## config.mk

```make
export PLATFORM = sky130hd
export DESIGN_NAME = resp_capture
export DESIGN_NICKNAME = d
export VERILOG_FILES = /design/src/rtl/rcc_pkg.sv /design/src/rtl/rcc_classify.sv /design/src/rtl/rcc_logsel.sv /design/src/rtl/rcc_addr_ctr.sv /design/src/rtl/resp_capture.sv
export SDC_FILE = /design/constraint.sdc
export NUM_CORES = 1
export LEC_CHECK = 0
export ABC_AREA = 1
export BUFFER_PORTS_ARGS = -buffer_cell sky130_fd_sc_hd__buf_2
export CAP_MARGIN = 20
export CORE_AREA = 5 5 42 44
export CTS_BUF_LIST = sky130_fd_sc_hd__clkbuf_8
export DETAILED_ROUTE_END_ITERATION = 8
export DIE_AREA = 0 0 47 49
export REMOVE_ABC_BUFFERS = 1
export SETUP_SLACK_MARGIN = 0.05
export SYNTH_ARGS = -nofsm -noshare
export SYNTH_HDL_FRONTEND = slang
export SYNTH_SLANG_ARGS = --single-unit
```

## constraint.sdc

```tcl
create_clock -name clk -period 1.4 [get_ports clk]
set_input_delay 0 -clock clk [delete_from_list [all_inputs] [get_ports clk]]
set_output_delay 0 -clock clk [all_outputs]
set_load 0.02 [all_outputs]
```

## src/rtl/rcc_pkg.sv

```systemverilog
package rcc_pkg;
  typedef enum logic [1:0] {
    LVL_LOW     = 2'd0,
    LVL_HIGH    = 2'd1,
    LVL_INVALID = 2'd2
  } level_t;
endpackage

```

## src/rtl/rcc_classify.sv

```systemverilog
module rcc_classify
  import rcc_pkg::*;
(
  input  logic   above_hi,
  input  logic   below_lo,
  output level_t level
);
  // Exactly one flag decides; zero or two flags are both treated as invalid.
  always_comb begin
    unique case ({above_hi, below_lo})
      2'b10:   level = LVL_HIGH;
      2'b01:   level = LVL_LOW;
      default: level = LVL_INVALID;
    endcase
  end
endmodule

```

## src/rtl/rcc_logsel.sv

```systemverilog
module rcc_logsel
  import rcc_pkg::*;
(
  input  level_t level,
  input  logic   cmp_mode,
  output logic   log_bit
);
  always_comb begin
    if (cmp_mode) log_bit = (level == LVL_INVALID);
    else          log_bit = (level == LVL_HIGH);
  end
endmodule

```

## src/rtl/rcc_addr_ctr.sv

```systemverilog
module rcc_addr_ctr #(
  parameter int DEPTH = 16,
  localparam int AW = (DEPTH > 1) ? $clog2(DEPTH) : 1
) (
  input  logic          clk,
  input  logic          rst,
  input  logic          clr,
  input  logic          adv,
  output logic [AW-1:0] ptr
);
  localparam logic [AW-1:0] LAST = AW'(DEPTH - 1);

  always_ff @(posedge clk) begin
    if (rst || clr)   ptr <= '0;
    else if (adv)     ptr <= (ptr == LAST) ? '0 : ptr + 1'b1;
  end
endmodule

```

## src/rtl/resp_capture.sv

```systemverilog
module resp_capture
  import rcc_pkg::*;
#(
  parameter int DEPTH = 16,
  localparam int AW = (DEPTH > 1) ? $clog2(DEPTH) : 1
) (
  input  logic          clk,
  input  logic          rst,
  input  logic          vec_en,
  input  logic          cmp_hi,
  input  logic          cmp_lo,
  input  logic          in_step,
  input  logic          resp_rec,
  input  logic          rtc_mode,
  input  logic          start,
  output logic          wr_en,
  output logic [AW-1:0] wr_addr,
  output logic          wr_data
);
  level_t        level;
  logic          log_bit;
  logic          take;
  logic [AW-1:0] ptr;

  assign take = vec_en && (in_step || resp_rec) && !start;

  rcc_classify u_cls (
    .above_hi (cmp_hi),
    .below_lo (cmp_lo),
    .level    (level)
  );

  rcc_logsel u_sel (
    .level    (level),
    .cmp_mode (rtc_mode),
    .log_bit  (log_bit)
  );

  rcc_addr_ctr #(.DEPTH(DEPTH)) u_ctr (
    .clk (clk),
    .rst (rst),
    .clr (start),
    .adv (take),
    .ptr (ptr)
  );

  always_ff @(posedge clk) begin
    if (rst) begin
      wr_en   <= 1'b0;
      wr_addr <= '0;
      wr_data <= 1'b0;
    end else begin
      wr_en <= take;
      if (take) begin
        wr_addr <= ptr;
        wr_data <= log_bit;
      end
    end
  end
endmodule

```

Yosys cells after proc, flatten, opt, wreduce, memory -nomap -nowiden
Cells that the tools add are included.
{ "word_totals": {"regBits": 10, "output_inout_bits": 6, "inputBits": 9, "elab_cells": 18} }
{ "classes": {"n_addsub": 1, "n_reduce_logical": 5, "muxes": 3, "n_eq_ne": 5} }
{ "ops": {"columns": ["cell", "count"], "rows": [
  ["$add A4 B1 Y4 const B", 1],
  ["$eq A2 B1 Y1 const B", 2],
  ["$eq A2 B2 Y1 const B", 2],
  ["$eq A4 B4 Y1 const B", 1],
  ["$mux W4", 1],
  ["$pmux W2 S2", 1],
  ["$logic_and A1 B1 Y1", 2],
  ["$logic_or A1 B1 Y1", 2],
  ["$logic_not A1 Y1", 1],
  ["$mux W1", 1]
]} }

Depth between registers and ports, before layout
Gate-level depths: netlist (run 1).
{ "depth": {"depth_word": 4, "depth_mapped": 7, "ltp_nobuf": 7} }

By module
From an unflattened synthesis (run 1), not the netlist that was laid out.
{ "hier_totals": {"hier_cells": 79, "area_unflattened_um2": 538.0} }
{ "by_module_without_submodules": {"columns": ["module", "seq_area_each_um2", "cells_each", "instances", "area_each_um2"], "rows": [
  ["resp_capture", 120.1, 42, 1, 304.0],
  ["rcc_addr_ctr", 80.1, 26, 1, 183.9],
  ["rcc_logsel", 0.0, 9, 1, 33.8],
  ["rcc_classify", 0.0, 2, 1, 16.3]
]} }

Worst setup path before layout (run 1)
Ideal clock, no wire load.
{ "synth_path": {"path_kind": "flip-flop to flip-flop", "startpoint": "reg u_ctr.ptr[0]", "endpoint": "reg u_ctr.ptr[3]", "path_slack_ns": 0.453, "setup_ns": 0.113, "path_buffers": 0, "arrival_ns": 0.834, "path_stages_with_launch": 7, "t_required_ns": 1.287, "path_cell_list": "dfxtp_1 ha_1 nand2_1 nor2_1 nand2_1 nand3_1 nor2_1"} }
{ "synth_via": {"elab_chain_len": 2} }
{ "synth_lines": {"columns": ["element", "line", "text"], "rows": [
  ["start: declaration", "rcc_addr_ctr.sv:9", "output logic [AW-1:0] ptr"],
  ["start signal: assignment", "rcc_addr_ctr.sv:15", "else if (adv) ptr <= (ptr == LAST) ? '0 : ptr + 1'b1;"],
  ["$add A4 B1 Y4 or $eq A4 B4 Y1 (tied branches)", "rcc_addr_ctr.sv:15", null],
  ["$mux W4 *", "rcc_addr_ctr.sv:15", null]
]} }
Mark *: on every way between the ends. The rest lies on a longest branch, timed or not.
A chain may end at the register's enable or synchronous reset.

Worst setup path in the final report (run 1)
Ends and elaborated chain as after synthesis.

==> results of run 1 <==
## registers in the layout, summed over array words and instances (netlist names)
signal / flops
wr_en: 1
wr_data: 1
wr_addr: 4
u_ctr.ptr: 4
## synth_stat cells
cell type,n
o21ai_1,2
buf_6,1
nand2_2,1
a21oi_1,6
inv_1,11
nand2_1,13
a21oi_2,1
nor3_1,1
o21ai_0,3
nor2_1,11
ha_1,2
nand3_1,4
nor2_2,1
dfxtp_1,10
## path summary, 6_finish.rpt
check	start	to	slack, ns	depth (start not counted)
min	rtc_mode	wr_data	0.08	4
max reg2reg	u_ctr.ptr[0]	u_ctr.ptr[3]	0.37	6
max	u_ctr.ptr[0]	u_ctr.ptr[3]	0.37	6
min reg2reg	wr_addr[1]	wr_addr[1]	0.45	2
## cell type report
cell class,count,area [um^2]
clock buffers,3,41.29
fillers,151,802.0
inverters,11,41.29
multi-input cells,45,216.5
flip-flops and latches,10,200.2
well taps,16,20.02
repair buffers,15,80.08
## tightest hold or removal path: cells and delay by family
| family | cells | cell delay (ns) |
|---|---|---|
| simple gates | 3 | 0.18 |
| buf+inv | 1 | 0.09 |
## kinds of logic after synthesis
family,count (synthesis),synth area share [%]
AOI/OAI and AO/OA,12,13.60
adders and majority gates,2,5.332
buffers and inverters,12,11.20
DFF,10,42.67
and+or+nand+nor,31,27.20
## timing repair
item	in CTS	in global routing
buffers inserted	0	0
hold buffers	1	0
endpoints found under the hold margin	3	0
## layer usage
| layer | routed length (um) | global-route usage (%) |
|---|---|---|
| met5 | 0 | 0 |
| met4 | 12 | 2.765 |
| met3 | 69 | 6.642 |
| met2 | 366 | 11.09 |
| met1 | 406 | 12.05 |
## power by group through the flow
stage               Combinational [mW]  Clock [mW]  Sequential [mW]
CTS                             0.0699       0.302            0.298
global placement                0.0675           0            0.303
finish                          0.0686       0.290            0.298
detailed placement              0.0676           0            0.303
floorplan                       0.0325           0            0.311
global route                    0.0798       0.315            0.299
==> summary.txt, run 1 <==
Hold Crit Class = in2reg
Worst EP arrival = 1.16 ns
DRT Wirelength = 854 um
Sequential Power Share = 45.4%
Clock power frac = 44.2%
Worst Path Required = 1.53 ns
Largest net degree at the start of global routing = 12
Outcome = finished, final reports clean
Final core occ = 42.77%
Share of cells above drive strength 1 = 23.81%
Initial antenna violation count = 0
First-pass GRT wire length = 1.476 mm
Synthesized flop and latch total = 10
Setup_tns = 0 ns
Critical path, cell by cell = ha_1 > nand2_1 > nor2_1 > nand2_1 > nand3_1 > nor2_1
Clock slew at reported path FFs = 0.04 ns
Cell area after synthesis = 469.2 um^2
Leakage = 0.2778 nW
Die X = 47 um
Core area = 1401 um^2
Top delay family on crit path = simple AND/OR/NAND/NOR gates
Crit-path max FO = 4
RSZ-0062 raised after global routing = no
Placer congestion estimate = 0.7278
Seq/Total Area, Yosys = 42.67%
P_sw = 147.8 uW
Distinct cells, synth = 14
Worst Path Buf+Inv = 0
Starting density of the core = 33.48%
CTS tree = done
PwrDens = 1096 nW/um^2
Drt drc = 0
P&R area growth vs syn = 27.73%
GRT Overall Usage = 8.988%
Sink Count = 10
Routed vias/inst = 4.340
Peak supply drop = 690.4 uV
Post-route worst setup slack = 0.3732 ns
Most frequent cells in the layout = 14 x buf_2, 13 x nand2_1, 11 x inv_1, 11 x nor2_1, 10 x dfxtp_1
Clock Skew = 0.001899 ns
Critical Path Sink Type = register
Number of DRC markers in iteration 0 = 5
WS Path Type = reg2reg
Pre-CTS WS = 0.3603 ns
Final Cycle Share = 73.34%
Longest Clk Path Bufs = 2
Avg Inst Size Synth = 7.003 um^2
Design area = 599.3 um^2
Switching Share = 22.51%
Commonest non-fill, non-tap cell in the layout = buf_2
Fin cells = 100
CTS Root Cell = clkbuf_8
Power Internal = 508.8 uW
Worst-Margin Slew = 0.4238 ns
Worst path max stage delay = 0.36 ns
Avg WL per Cell = 8.540 um
Post-synth top area cell = dfxtp_1
Nets = 97
Max Transition Viols Final = 0
Max_slew headroom = 71.71%
Post-Synthesis Cells = 67
PostCTS Resize Cnt = 0
Vias in the first global route = 373
Total grt overflow = 0
Syn. warnings = 0
DIE HEIGHT = 49 um
Synth top area share = 42.67%
Latest clock arrival within the worst-skew pair = 0.23 ns
Placed inst area = 548.0 um^2
Final Hold Viols = 0
Min Tclk post-route = 1.027 ns
Antenna-violating nets left = 0
Final Power = 656.7 uW
Hpwl dp = 697.9 um
Setup violators final = 0
Row count = 14
IO Port Bufs = 14
Critical path startpoint category = register
Critical-path top delay cell = dfxtp_1
Logic pwr share = 10.4%
Die area = 2303 um^2
Post-Place Cells = 96
Worst hold slack = 0.07859 ns
H-tree Lvls = 1
Vias = 434
Top-Level Pins = 15
Synth top area cells = dfxtp_1 43%, nand2_1 10%, inv_1 8.8%
F_max = 973.9 MHz
CTS Buf Count = 3
DRT Pass-1 Iters = 3
Number of diodes = 0
MaxCap Viol Count = 0
No activity file was read; power rests on OpenSTA's default activity.
==> inputs of run 2 (changes only) <==
- clock period: 1.4 -> 0.95 ns (I/O delays scaled with it)
==> run 2 against run 1 <==
Final area is 14% higher; critical path depth unchanged; utilization increased by 6.1 points; wire length grew 16%; global-route usage is 0.48 points higher; non-clock buffer count up 5; sequential share of layout area down 3.4 points; total power rose by 64%; flip-flop and latch count stayed put; clock skew up 0.00097 ns.
==> summary.txt, run 2 (synthesized netlist as in run 1, its figures left out) <==
P&R area growth vs syn = 45.87%
Post-route worst setup slack = 0.03414 ns (-0.3391 ns)
F_max = 1092 MHz (+12%)
H-tree Lvls = 1 (unchanged)
Most frequent cell on the critical path = nor2_1
Critical-path top delay cell = dfxtp_4
Die area = 2303 um^2 (unchanged)
Final Hold Viols = 0 (unchanged)
Worst EP arrival = 1.04 ns (-0.12 ns)
Antenna-violating nets left = 0 (unchanged)
Setup violators final = 0 (unchanged)
Total grt overflow = 0 (unchanged)
DIE HEIGHT = 49 um (unchanged)
Drt drc = 0 (unchanged)
RSZ-0062 raised after global routing = yes
Setup_tns = 0 ns (unchanged)
Hold Crit Class = in2reg
Critical path startpoint category = register
DRT Pass-1 Iters = 2 (-1)
Avg WL per Cell = 9.368 um (+9.7%)
First-pass GRT wire length = 1.580 mm (+7.0%)
Initial antenna violation count = 0 (unchanged)
Biggest regs = u_ctr.ptr x4, wr_addr x4
Worst Path Required = 1.07 ns (-0.46 ns)
CTS tree = done
Max Transition Viols Final = 0 (unchanged)
Max_slew headroom = 84.45% (+13 points)
Worst hold slack = 0.08466 ns (+0.006068 ns)
Core area = 1401 um^2 (unchanged)
Most frequent cells in the layout = 14 x buf_2, 11 x inv_1, 11 x nor2_1, 11 x nand2_1, 8 x dfxtp_1
Vias in the first global route = 422 (+13%)
Final Cycle Share = 96.41% (+23 points)
Clock slew at reported path FFs = 0.05 ns (about the same)
Outcome = finished, final reports clean
IO Port Bufs = 14 (unchanged)
Critical Path Sink Type = register
Sink Count = 10 (unchanged)
Worst-Margin Slew = 0.2327 ns (-0.1912 ns)
GRT Overall Usage = 9.463% (+0.48 points)
Worst path max stage delay = 0.36 ns (about the same)
Peak supply drop = 1162 uV (+68%)
Commonest non-fill, non-tap cell in the layout = buf_2
Clock Skew = 0.002864 ns (+0.0009651 ns)
Row count = 14 (unchanged)
Pre-CTS WS = 0.01478 ns (-0.3455 ns)
Die X = 47 um (unchanged)
Latest clock arrival within the worst-skew pair = 0.23 ns (about the same)
WS Path Type = reg2reg
DRT Wirelength = 993 um (+16%)
Vias = 457 (+5.3%)
Nets = 102 (+5.2%)
Starting density of the core = 33.48% (unchanged)
Share of cells above drive strength 1 = 33.33% (+9.5 points)
Final core occ = 48.84% (+6.1 points)
Hpwl dp = 742.3 um (+6.4%)
Min Tclk post-route = 0.9159 ns (-0.1109 ns)
Critical path, cell by cell = ha_4 > nand2_2 > nor2_1 > nand2_1 > nand3_1 > nor2_1
Number of DRC markers in iteration 0 = 1 (-4)
Number of diodes = 0 (unchanged)
MaxCap Viol Count = 0 (unchanged)
Largest net degree at the start of global routing = 12 (unchanged)
Placer congestion estimate = 0.7501 (+3.1%)
PwrDens = 1569 nW/um^2 (+43%)
Leakage = 0.3270 nW (+18%)
CTS Root Cell = clkbuf_8
Longest Clk Path Bufs = 2 (unchanged)
CTS Buf Count = 3 (unchanged)
Crit-path max FO = 2 (-2)
Routed vias/inst = 4.311 (-0.66%)
Top-Level Pins = 15 (unchanged)
run 2: critical path: cells and delay by family (launching register included):
| kind | cells | cell delay (ns) |
|---|---|---|
| flops | 1 | 0.36 |
| simple gates | 5 | 0.32 |
| fa+ha+maj | 1 | 0.13 |
run 2: power by group:
| part | total [mW] | leakage [nW] | internal, mW | switching [mW] |
|---|---|---|---|---|
| Clock | 0.520 | 0.0288 | 0.363 | 0.157 |
| Combinational | 0.116 | 0.216 | 0.0505 | 0.0657 |
| Sequential | 0.438 | 0.0825 | 0.431 | 0.00630 |
run 2: worst paths after layout:
kind                                    from      endpoint  depth (start not counted)  slack [ns]
worst max register to register  u_ctr.ptr[0]  u_ctr.ptr[3]                          6        0.03
worst max-delay path            u_ctr.ptr[0]  u_ctr.ptr[3]                          6        0.03
worst min register to register    wr_addr[3]    wr_addr[3]                          2        0.46
worst min-delay path                rtc_mode       wr_data                          4        0.08
run 2: per-layer routing:
layer,part of all wire (%),track usage [%],up-vias
li1,-,-,256
met1,44,10.86,191
met2,48,13.57,8
met3,6.9,4.797,2
met4,1.2,5.530,0
met5,0,0,-
run 2: metrics by stage:
| stage | instance area (um^2) | total power, mW | std cells |
|---|---|---|---|
| floorplan | 457.9 | 0.5064 | 66 |
| global placement | 578.1 | 0.5526 | 100 |
| detailed placement | 578.1 | 0.5541 | 100 |
| CTS | 681.9 | 1.087 | 106 |
| global route | 684.4 | 1.123 | 106 |
| finish | 684.4 | 1.074 | 106 |
run 2: what timing repair did:
item	4_1_cts	5_1_grt
hold buffers	2	0
setup endpoints to repair	4	4
pin swaps	5	3
gates resized for setup	8	2
hold endpoints to repair	2	0
setup buffers	0	0
run 2: area by class of cell:
cell class                      instances  area, um^2
Sequential cell                        10       205.2
Inverter                               11       41.29
Timing Repair Buffer                   20       123.9
Multi-Input combinational cell         45       239.0
Fill cell                             155       716.9
Tap cell                               16       20.02
Clock buffer                            4       55.05
